$ cat src/rtl/spi_cmd_seq.sv
module spi_cmd_seq #(
  parameter int DIV_W = 8
) (
  input  logic             clk,
  input  logic             rst_n,
  input  logic [DIV_W-1:0] clk_div,
  input  logic [2:0]       addr,
  input  logic             wr_en,
  input  logic [7:0]       wr_data,
  output logic [7:0]       rd_data,
  output logic             busy,
  output logic             spi_cs_n,
  output logic             spi_sck,
  output logic             spi_mosi,
  input  logic             spi_miso
);

  typedef enum logic [1:0] {S_IDLE, S_RUN, S_TAIL} phase_t;

  logic [7:0]       regs [8];
  phase_t           phase;
  logic [3:0]       k;
  logic [2:0]       bitn;
  logic [7:0]       tx, rx;
  logic             sck;
  logic [DIV_W-1:0] cnt;

  wire [3:0] m     = regs[1][7:4];
  wire       has_a = m >= 4'd4;
  logic [3:0] nw, nd, nr, last;

  always_comb begin
    nw   = (m == 4'd2 || m == 4'd5) ? 4'd1 : (m == 4'd6) ? 4'd4 : 4'd0;
    nd   = {3'b0, m == 4'd7};
    nr   = (m == 4'd3) ? 4'd2 : (m == 4'd7) ? 4'd4 : (m >= 4'd8) ? m - 4'd7 : 4'd0;
    last = nw + nd + nr + (has_a ? 4'd3 : 4'd0);
  end

  // {kind[1:0], read, slot[1:0]}; kind 0 opcode, 1 address, 2 write data, 3 zero byte
  function automatic logic [4:0] classify(input logic [3:0] idx, input logic ha,
                                          input logic [3:0] w, input logic [3:0] d);
    logic [3:0] j, r;
    j = idx - 4'd1 - (ha ? 4'd3 : 4'd0);
    r = j - w - d;
    if (idx == 4'd0)                 classify = 5'b00_0_00;
    else if (ha && idx <= 4'd3)      classify = {2'd1, 1'b0, 2'(idx - 4'd1)};
    else if (j < w)                  classify = {2'd2, 1'b0, j[1:0]};
    else if (j < w + d)              classify = 5'b11_0_00;
    else                             classify = {2'd3, 1'b1, r[1:0]};
  endfunction

  wire [4:0] cur = classify(k, has_a, nw, nd);
  wire [4:0] nxt = classify(k + 4'd1, has_a, nw, nd);

  logic [7:0] tx_next;
  always_comb begin
    case (nxt[4:3])
      2'd0: tx_next = regs[0];
      2'd1: tx_next = (nxt[1:0] == 2'd0) ? {4'h0, regs[1][3:0]} :
                      (nxt[1:0] == 2'd1) ? regs[2] : regs[3];
      2'd2: tx_next = regs[{1'b1, nxt[1:0]}];
      default: tx_next = 8'h00;
    endcase
  end

  wire tick    = cnt == '0;
  wire host_wr = wr_en && phase == S_IDLE;
  wire start   = host_wr && addr == 3'd1 && wr_data[7:4] != 4'd0 && wr_data[7:4] <= 4'd11;

  always_ff @(posedge clk) begin
    if (!rst_n) begin
      for (int i = 0; i < 8; i++) regs[i] <= '0;
      phase <= S_IDLE;
      k     <= '0;
      bitn  <= '0;
      tx    <= '0;
      rx    <= '0;
      sck   <= 1'b0;
      cnt   <= '0;
    end else begin
      if (host_wr) regs[addr] <= wr_data;
      case (phase)
        S_IDLE: if (start) begin
          phase <= S_RUN;
          k     <= '0;
          bitn  <= '0;
          tx    <= regs[0];
          cnt   <= clk_div;
          sck   <= 1'b0;
        end
        S_RUN: if (!tick) cnt <= cnt - 1'b1;
        else begin
          cnt <= clk_div;
          if (!sck) begin
            sck <= 1'b1;
            rx  <= {rx[6:0], spi_miso};
          end else begin
            sck <= 1'b0;
            if (bitn == 3'd7) begin
              if (cur[2]) regs[{1'b1, cur[1:0]}] <= rx;
              bitn <= '0;
              if (k == last) begin
                phase <= S_TAIL;
                tx    <= '0;
              end else begin
                k  <= k + 4'd1;
                tx <= tx_next;
              end
            end else begin
              bitn <= bitn + 3'd1;
              tx   <= {tx[6:0], 1'b0};
            end
          end
        end
        S_TAIL: if (tick) phase <= S_IDLE;
                else      cnt   <= cnt - 1'b1;
        default: phase <= S_IDLE;
      endcase
    end
  end

  assign rd_data  = regs[addr];
  assign busy     = phase != S_IDLE;
  assign spi_cs_n = phase == S_IDLE;
  assign spi_sck  = sck;
  assign spi_mosi = tx[7];

  a_r6_bad_mode_idle: assert property (@(posedge clk) disable iff (!rst_n)
    (wr_en && addr == 3'd1 && !busy && (wr_data[7:4] == 4'd0 || wr_data[7:4] >= 4'd12))
      |=> (!busy && spi_cs_n));

  a_r6_good_mode_starts: assert property (@(posedge clk) disable iff (!rst_n)
    (wr_en && addr == 3'd1 && !busy && wr_data[7:4] != 4'd0 && wr_data[7:4] < 4'd12)
      |=> (busy && !spi_cs_n));

  a_r7_sck_low_when_deselected: assert property (@(posedge clk) disable iff (!rst_n)
    spi_cs_n |-> !spi_sck);

  a_r8_mosi_holds_on_rise: assert property (@(posedge clk) disable iff (!rst_n)
    (spi_sck && !spi_cs_n) |-> $stable(spi_mosi));

  a_r8_mosi_zero_on_read: assert property (@(posedge clk) disable iff (!rst_n)
    (phase == S_RUN && cur[4:3] == 2'd3) |-> !spi_mosi);

  a_r9_busy_write_ignored: assert property (@(posedge clk) disable iff (!rst_n)
    (busy && wr_en && addr == 3'd0) |=> $stable(regs[0]));

endmodule

$ cat config.mk
export PLATFORM = sky130hd
export DESIGN_NAME = spi_cmd_seq
export DESIGN_NICKNAME = d
export VERILOG_FILES = /design/src/rtl/spi_cmd_seq.sv
export SDC_FILE = /design/constraint.sdc
export NUM_CORES = 1
export LEC_CHECK = 0
export BUFFER_PORTS_ARGS = -buffer_cell sky130_fd_sc_hd__buf_2
export CAP_MARGIN = 10
export CORE_MARGIN = 2
export CORE_UTILIZATION = 61
export DETAILED_ROUTE_END_ITERATION = 8
export GPL_TIMING_DRIVEN = 0
export PLACE_DENSITY = 0.82
export SYNTH_ARGS = -nofsm -noshare
export SYNTH_HDL_FRONTEND = slang
export SYNTH_SLANG_ARGS = --single-unit
$ cat constraint.sdc
create_clock -name clk -period 10 [get_ports clk]
set_input_delay 2 -clock clk [delete_from_list [all_inputs] [get_ports clk]]
set_output_delay 2 -clock clk [all_outputs]
set_load 0.02 [all_outputs]
==> impl_metrics.ini, run 1 <==
[min_path]
min_from = bitn[2]
hold_class = reg -> reg

[yosys]
async_flop_share = 0
yosysWarnings = 0
syn-cell-area_um2 = 6570
synth_cells = 661
synth_ff_type = edfxtp_1
synth_area_leader_cell = edfxtp_1
synth_top_cell_area_share = 0.293
synth.avg_cell_area_um2 = 9.93
synth.area.top_cells = edfxtp_1 29%, dfxtp_1 10%, mux4_2 5.5%, ha_1 5.3%, nor2_1 4.2%
synth.net_count = 720
synth_seq_cells = 98
seq_area_frac_synth = 0.396
synth-edff-count = 64
synth_cell_type_count = 70

[die]
die_x_um = 108
start_util = 0.633
fp.dieH_um = 108
die_area_um2 = 11600
coreArea_um2 = 10400
num_rows = 37
io_pins = 35

[timing]
hold_slack_ps = 507
hold_viol = 0
rsz0062_at_grt = false
max_slew_margin = 0.218
skew_ps = 20.6
fmax_mhz = 156
tightest_slew_ps = 1170
setup_viol = 0
period_needed_ps = 6390
tns_ps = 0
fin_crit_sh = 0.639
slew_viol_final = 0

[clock_network]
cts_hold_buf = 0
insertion_delay_ps = 380
cts_root_buf = clkbuf_8
cts_tree = yes
ctsResizeCount = 0
clkTransAtPathRegs_ps = 90
tritoncts.num_buffers = 9
cts_sinks = 98
post_cts_buffers = 0
max-clock-path-buffers = 2
htreeDepth = 3

[pwr]
clkPwrFrac = 0.251
leakage_nw = 2.81
p_int_mw = 0.746
pwr-share-comb = 0.313
switching_share = 0.343
pwr-share-seq = 0.437
fin_total_pwr_mw = 1.14
p_per_area_nw_per_um2 = 159
p_sw_mw = 0.390
peakVddDrop_mv = 0.137

[setup_path]
critPathKind = in -> out
critical_path.top_delay_family = buffers and inverters
cp-end-kind = output pin
startpoint_type = input pin
path_cells = buf_2 -> clkbuf_1 -> clkbuf_1 -> mux4_2 -> mux2_2 -> buf_2
arrival_ps = 4390
crit_slowest_cell = clkbuf_1
path_buf_inv = 4
cp_slowest_stage_delay_ps = 630
cp-startpoint = addr[1]
r2r-start = regs[1][6]
cp_max_fo = 10
cp.required_ps = 8000

[placed_design]
dp_hpwl_um = 13500
gp_congestion = 1.01
port_buffers = 33

[layout]
layout_common_cells = 74 x nor2_1, 64 x edfxtp_1, 50 x inv_1
fillers = 825
fin_nets = 764
drive_gt1_frac = 0.139
final_common_cell = nor2_1
n_antenna_cell = 0
areaGrowthSynthToFinish_pct = 8.44

[detailed_routing]
vias_per_cell = 6.85
routed_wl_um = 18100
first_iter_violations = 774
drc = 0
dr.pass1.iters = 6
wl_per_cell_um = 21.4
antenna_left = 0
vias = 5791

[global_routing]
grt.overflow.total = 0
track_usage = 0.326
grt_max_degree = 17
grt_pass1_wl_um = 28800
antenna_found_initial = 0
grt_pass1_vias = 5620

[outcome]
outcome = finished, final reports clean

[flow_run]
maxCapViolCount = 0
per-stage QoR:
step                instance area, um2  setup WS [ps]  instances  utilization
finish                            7120           3610        846        0.687
global route                      7120           3470        846        0.687
CTS                               7120           3620        846        0.687
detailed placement                6900           3620        830        0.666
global placement                  6900           3650        830        0.666
floorplan                         6570           4270        661            -
state kept, by name (all words and copies together), names as in the netlist:
name,cells
bitn,3
cnt,8
k,4
phase,2
regs,64
rx,8
spi_sck,1
tx,8
path summary, 6_finish.rpt:
check                           cells past startpoint  slack, ps    endpoint
worst min-delay path                                2        510     bitn[2]
worst max-delay path                                6       3610  rd_data[4]
worst max register to register                     14       5000       tx[6]
worst min register to register                      2        510     bitn[2]
worst min-delay path, stage by stage, from the launching register on:
cell      delay (ps)
dfxtp_1          330
nand2b_1          70
a21boi_0          70
final cells by class:
type / instances / area, um2 / area share
repair buffers: 33 / 165 / 0.0232
clock buffers: 11 / 141 / 0.0199
multi-input cells: 472 / 3590 / 0.505
well taps: 136 / 170 / 0.0239
clock inverters: 5 / 77.6 / 0.0109
inverters: 50 / 188 / 0.0264
plain buffers: 41 / 181 / 0.0255
flip-flops and latches: 98 / 2600 / 0.365
layer usage:
metal	GRT usage	vias to the layer above	wire, um
met2	0.539	427	8500
li1	-	2534	-
met5	0	-	0
met1	0.420	2735	6840
met4	0.125	0	777
met3	0.0678	95	1980
synth_stat cells, types with 9 or more instances:
| cell type | count |
|---|---|
| nand3_1 | 15 |
| a2111oi_0 | 20 |
| mux4_2 | 16 |
| a21boi_0 | 11 |
| nand2_1 | 49 |
| nor2_1 | 74 |
| a31oi_1 | 16 |
| clkbuf_1 | 29 |
| a21oi_1 | 10 |
| inv_1 | 50 |
| mux2i_1 | 20 |
| o21ai_0 | 19 |
| mux2_2 | 10 |
| nor2b_1 | 21 |
| o221ai_1 | 9 |
| edfxtp_1 | 64 |
| ha_1 | 28 |
| dfxtp_1 | 34 |
power groups by stage:
stage	combinational (mW)	sequential (mW)	clock (mW)
finish	0.355	0.496	0.285
global route	0.385	0.499	0.303
CTS	0.346	0.494	0.285
detailed placement	0.344	0.503	0
global placement	0.331	0.502	0
floorplan	0.255	0.496	0
kinds of logic (layout without fill, tap and decap cells):
family | Yosys count | in the layout | share of synthesized area
and+or+nand+nor | 219 | 219 | 0.161
xor gates and xnor gates | 16 | 16 | 0.0278
AOI/OAI and AO/OA | 155 | 155 | 0.178
DFF | 98 | 98 | 0.396
buffers and inverters | 91 | 140 | 0.0562
adders and majority gates | 36 | 36 | 0.0777
muxes | 46 | 46 | 0.103
(Power assumes the default switching activity.)
==> run 2: changes to the inputs <==
==> constraint.sdc (replaced) <==
create_clock -name clk -period 6.2 [get_ports clk]
set_input_delay 1.24 -clock clk [delete_from_list [all_inputs] [get_ports clk]]
set_output_delay 1.24 -clock clk [all_outputs]
set_load 0.02 [all_outputs]
==> run 2 against run 1 <==
Die area unchanged. Largest cell class unchanged. Final cell count is the same. Highest routed layer unchanged. Largest power group unchanged. Total power increased by 61%. Register-to-register slack got worse by 3800 ps.
==> impl_metrics.ini, run 2 (synthesis results as in run 1) <==
[layout]
drive_gt1_frac = 0.139
fin_nets = 764
fillers = 825
instances_no_fill = 846
n_antenna_cell = 0
final_util = 0.687
areaGrowthSynthToFinish_pct = 8.44
top_register = regs
layout_common_cells = 74 x nor2_1, 64 x edfxtp_1, 50 x inv_1
final_common_cell = nor2_1
largest_register_ffs = 64

[die]
die_x_um = 108
die_area_um2 = 11600
io_pins = 35
coreArea_um2 = 10400
start_util = 0.633
num_rows = 37
fp.dieH_um = 108

[clock_network]
cts_root_buf = clkbuf_8
insertion_delay_ps = 380
clkTransAtPathRegs_ps = 100
max-clock-path-buffers = 2
tritoncts.num_buffers = 9
ctsResizeCount = 0
post_cts_buffers = 0
cts_tree = yes
cts_hold_buf = 0
htreeDepth = 3
cts_sinks = 98

[global_routing]
antenna_found_initial = 0
grt.overflow.total = 0
grt_pass1_vias = 5617
track_usage = 0.326
grt_max_degree = 17
grt_pass1_wl_um = 28800

[pwr]
p_per_area_nw_per_um2 = 258
p_sw_mw = 0.631
clkPwrFrac = 0.251
peakVddDrop_mv = 0.222
fin_total_pwr_mw = 1.83
p_int_mw = 1.20
switching_share = 0.344
leakage_nw = 2.81
pwr-share-comb = 0.313
pwr-share-seq = 0.436

[detailed_routing]
antenna_left = 0
vias = 5776
routed_wl_um = 18100
dr.pass1.iters = 6
first_iter_violations = 789
drc = 0
vias_per_cell = 6.83
wl_per_cell_um = 21.5

[setup_path]
cp_max_fo = 10
arrival_ps = 5250
path_cells = buf_2 -> or2_1 -> clkbuf_1 -> ha_1 -> fa_1 -> inv_1 -> o41ai_1 -> nor2_1 -> o311ai_1 -> clkbuf_1 -> clkbuf_1 -> a2111oi_0 -> o21ai_0 -> a31oi_1
startpoint_type = flop
crit_slowest_cell = o41ai_1
cp.required_ps = 6470
cp_common_cell = clkbuf_1
critPathKind = reg -> reg
cp-end-kind = flop
path_buf_inv = 5
critical_path.top_delay_family = compound AO/OA/AOI/OAI gates
cp_slowest_stage_delay_ps = 710

[placed_design]
gp_congestion = 1.01
placed_cells = 830
dp_hpwl_um = 13500
port_buffers = 33

[timing]
hold_slack_ps = 505
skew_ps = 16.8
period_needed_ps = 4980
rsz0062_at_grt = false
hold_viol = 0
tightest_slew_ps = 1170
slew_viol_final = 0
max_slew_margin = 0.218
tns_ps = 0
fmax_mhz = 201
fin_crit_sh = 0.804
setup_viol = 0

[min_path]
hold_class = reg -> reg

[flow_run]
maxCapViolCount = 0

[outcome]
outcome = finished, final reports clean
run 2: cell type report:
class	count	area (um2)	share of cell area
plain buffers	41	181	0.0255
clock buffers	11	141	0.0199
clock inverters	5	77.6	0.0109
inverters	50	188	0.0264
multi-input cells	472	3590	0.505
flip-flops and latches	98	2600	0.365
well taps	136	170	0.0239
repair buffers	33	165	0.0232
run 2: power by group through the flow:
| stage | clock [mW] | sequential (mW) | combinational [mW] |
|---|---|---|---|
| after floorplan | 0 | 0.800 | 0.411 |
| after global placement | 0 | 0.810 | 0.535 |
| after detailed placement | 0 | 0.811 | 0.554 |
| after CTS | 0.460 | 0.797 | 0.558 |
| after global routing | 0.489 | 0.804 | 0.621 |
| final | 0.460 | 0.800 | 0.574 |
run 2: worst paths after layout:
path / start / endpoint / slack, ps / depth (start not counted)
max reg2reg: regs[1][6] / tx[6] / 1220 / 14
min reg2reg: bitn[2] / bitn[2] / 500 / 2
min: bitn[2] / bitn[2] / 500 / 2
max: regs[1][6] / tx[6] / 1220 / 14
run 2: metal layers:
layer  up-vias  track usage  wire length, um
met3        94       0.0690             1950
met5         -            0                0
met4         0        0.125              777
met1      2745        0.420             6870
met2       398        0.538             8550
li1       2539            -                -
run 2: stage by stage:
step,cell area (um2),worst slack [ps]
6_report,7120,1220
3_5_place_dp,6900,1340
5_1_grt,7120,985
4_1_cts,7120,1340
2_1_floorplan,6570,1990
3_3_place_gp,6900,1370
run 2: worst reg2reg max path, cell delays in order, from the launching register on:
cell       delay (ps)
edfxtp_1          360
buf_2             200
or2_1             230
clkbuf_1          250
ha_1              290
fa_1              630
inv_1             110
o41ai_1           710
nor2_1            120
o311ai_1          470
clkbuf_1          390
clkbuf_1          470
a2111oi_0         230
o21ai_0           310
a31oi_1           120
==> run 3: changes to the inputs <==
--- a/config.mk
+++ b/config.mk
@@ -8,10 +8,10 @@
 export BUFFER_PORTS_ARGS = -buffer_cell sky130_fd_sc_hd__buf_2
 export CAP_MARGIN = 10
 export CORE_MARGIN = 2
-export CORE_UTILIZATION = 61
+export CORE_UTILIZATION = 56
 export DETAILED_ROUTE_END_ITERATION = 8
 export GPL_TIMING_DRIVEN = 0
-export PLACE_DENSITY = 0.82
+export PLACE_DENSITY = 0.79
 export SYNTH_ARGS = -nofsm -noshare
 export SYNTH_HDL_FRONTEND = slang
 export SYNTH_SLANG_ARGS = --single-unit
==> constraint.sdc (replaced) <==
create_clock -name clk -period 4.36 [get_ports clk]
set_input_delay 0.872 -clock clk [delete_from_list [all_inputs] [get_ports clk]]
set_output_delay 0.872 -clock clk [all_outputs]
set_load 0.02 [all_outputs]
==> run 3 against run 2 <==
Via count down 0.68%. First-iteration DRC count fell by 16%. Clock power increased by 56%. Final area rose by 2.7%. Combinational power is 46% higher.
==> impl_metrics.ini, run 3 (synthesis results as in run 1) <==
[clock_network]
cts_tree = yes
max-clock-path-buffers = 2
cts_sinks = 98
clkTransAtPathRegs_ps = 70
tritoncts.num_buffers = 9
insertion_delay_ps = 340
htreeDepth = 3
cts_root_buf = clkbuf_16

[timing]
fmax_mhz = 234
max_slew_margin = 0.355
rsz0062_at_grt = true
slew_viol_final = 0
hold_viol = 0
skew_ps = 7.15
period_needed_ps = 4280
fin_crit_sh = 0.982
tightest_slew_ps = 941
setup_viol = 0

[pwr]
leakage_nw = 2.86
p_per_area_nw_per_um2 = 369
peakVddDrop_mv = 0.291

[layout]
n_antenna_cell = 0
final_util = 0.640
multi_input_area_um2 = 3680
top_register = regs
final_common_cell = nor2_1
seqCellArea_um2 = 2600
areaGrowthSynthToFinish_pct = 11.4
fillers = 944
largest_register_ffs = 64
layout_common_cells = 73 x nor2_1, 64 x edfxtp_1, 50 x inv_1
fin_area_um2 = 7310
fin_nets = 767
drive_gt1_frac = 0.180

[setup_path]
cp_max_fo = 9
startpoint_type = flop
crit_path_end = regs[7][1]
cp-startpoint = regs[1][6]
cp-end-kind = flop
cp_slowest_stage_delay_ps = 510
r2r-start = regs[1][6]
critPathKind = reg -> reg
cp.required_ps = 4400
path_cells = buf_2 -> or2_4 -> ha_1 -> inv_1 -> fa_1 -> ha_1 -> nor2b_2 -> nor2_1 -> o221a_1 -> or2_1 -> buf_2 -> o41a_1 -> or2_1 -> buf_6 -> nand2_4
rrSetupSlack_ps = 80
crit_slowest_cell = o41a_1
r2r-end = regs[7][1]
rr_worst_depth = 15
arrival_ps = 4320

[detailed_routing]
wl_per_cell_um = 21.7
antenna_left = 0
drc = 0
vias_per_cell = 6.70
first_iter_violations = 666
routed_wl_um = 18600
dr.pass1.iters = 6
vias = 5737

[die]
io_pins = 35
die_area_um2 = 12600
coreArea_um2 = 11400
num_rows = 39
fp.dieH_um = 112
start_util = 0.575
die_x_um = 112

[placed_design]
gp_congestion = 0.956
dp_hpwl_um = 13600
place_area_um2 = 6910
port_buffers = 33

[min_path]
hold_class = reg -> reg
min_from = bitn[2]

[global_routing]
grt.overflow.total = 0
track_usage = 0.291
grt_pass1_vias = 5510
grt_max_degree = 16
grt_pass1_wl_um = 28500
antenna_found_initial = 0

[flow_run]
maxCapViolCount = 0

[outcome]
outcome = finished, final reports clean
[run 3: area by class of cell]
type / instances / share of cell area
clock inverter: 6 / 0.00462
inverter: 50 / 0.0257
buffer: 39 / 0.0251
tap: 143 / 0.0245
timing repair buffer: 38 / 0.0294
sequential: 98 / 0.356
clock buffer: 10 / 0.0313
multi-input combinational: 472 / 0.503
[run 3: critical path: cells and delay by family (launching register included)]
family	cells	cell delay (ps)
compound gates	2	770
simple gates	6	1220
fa+ha+maj	3	1000
buf+inv	4	600
flops	1	360
[run 3: how the worst min path moves through the flow]
stage	end	slack, ps	depth (start not counted)
after floorplan	bitn[1]	460	2
final	bitn[2]	520	2
after detailed placement	bitn[2]	500	2
after global routing	bitn[1]	550	2
after global placement	bitn[1]	470	2
after CTS	bitn[2]	510	2
[run 3: repair_timing]
action                     4_1_cts  5_1_grt
gates cloned                     0        0
gates resized for setup         10       27
hold buffers                     0        0
setup endpoints to repair      124      118
pin swaps                        0        1
buffers inserted                 0        5
[run 3: metrics by stage]
step                hold slack, ps  instances  TNS (ps)  setup slack [ps]  power (mW)
floorplan                      458        661         0               245        1.72
global placement               470        837    -13070              -395        1.92
detailed placement             496        837    -20120              -479        1.95
CTS                            507        852         0              13.5        2.66
global route                   547        856     -93.7             -21.5        2.81
finish                         522        856         0              80.3        2.70
[run 3: routing by layer]
| metal | GRT usage | up-vias | part of all wire |
|---|---|---|---|
| li1 | - | 2543 | - |
| met1 | 0.388 | 2779 | 0.39 |
| met2 | 0.479 | 341 | 0.47 |
| met3 | 0.0286 | 74 | 0.089 |
| met4 | 0.143 | 0 | 0.046 |
| met5 | 0 | - | 0 |
[run 3: report_power, final]
| part | switching (mW) | internal [mW] |
|---|---|---|
| clock network | 0.337 | 0.382 |
| registers | 0.0673 | 1.07 |
| logic | 0.530 | 0.306 |
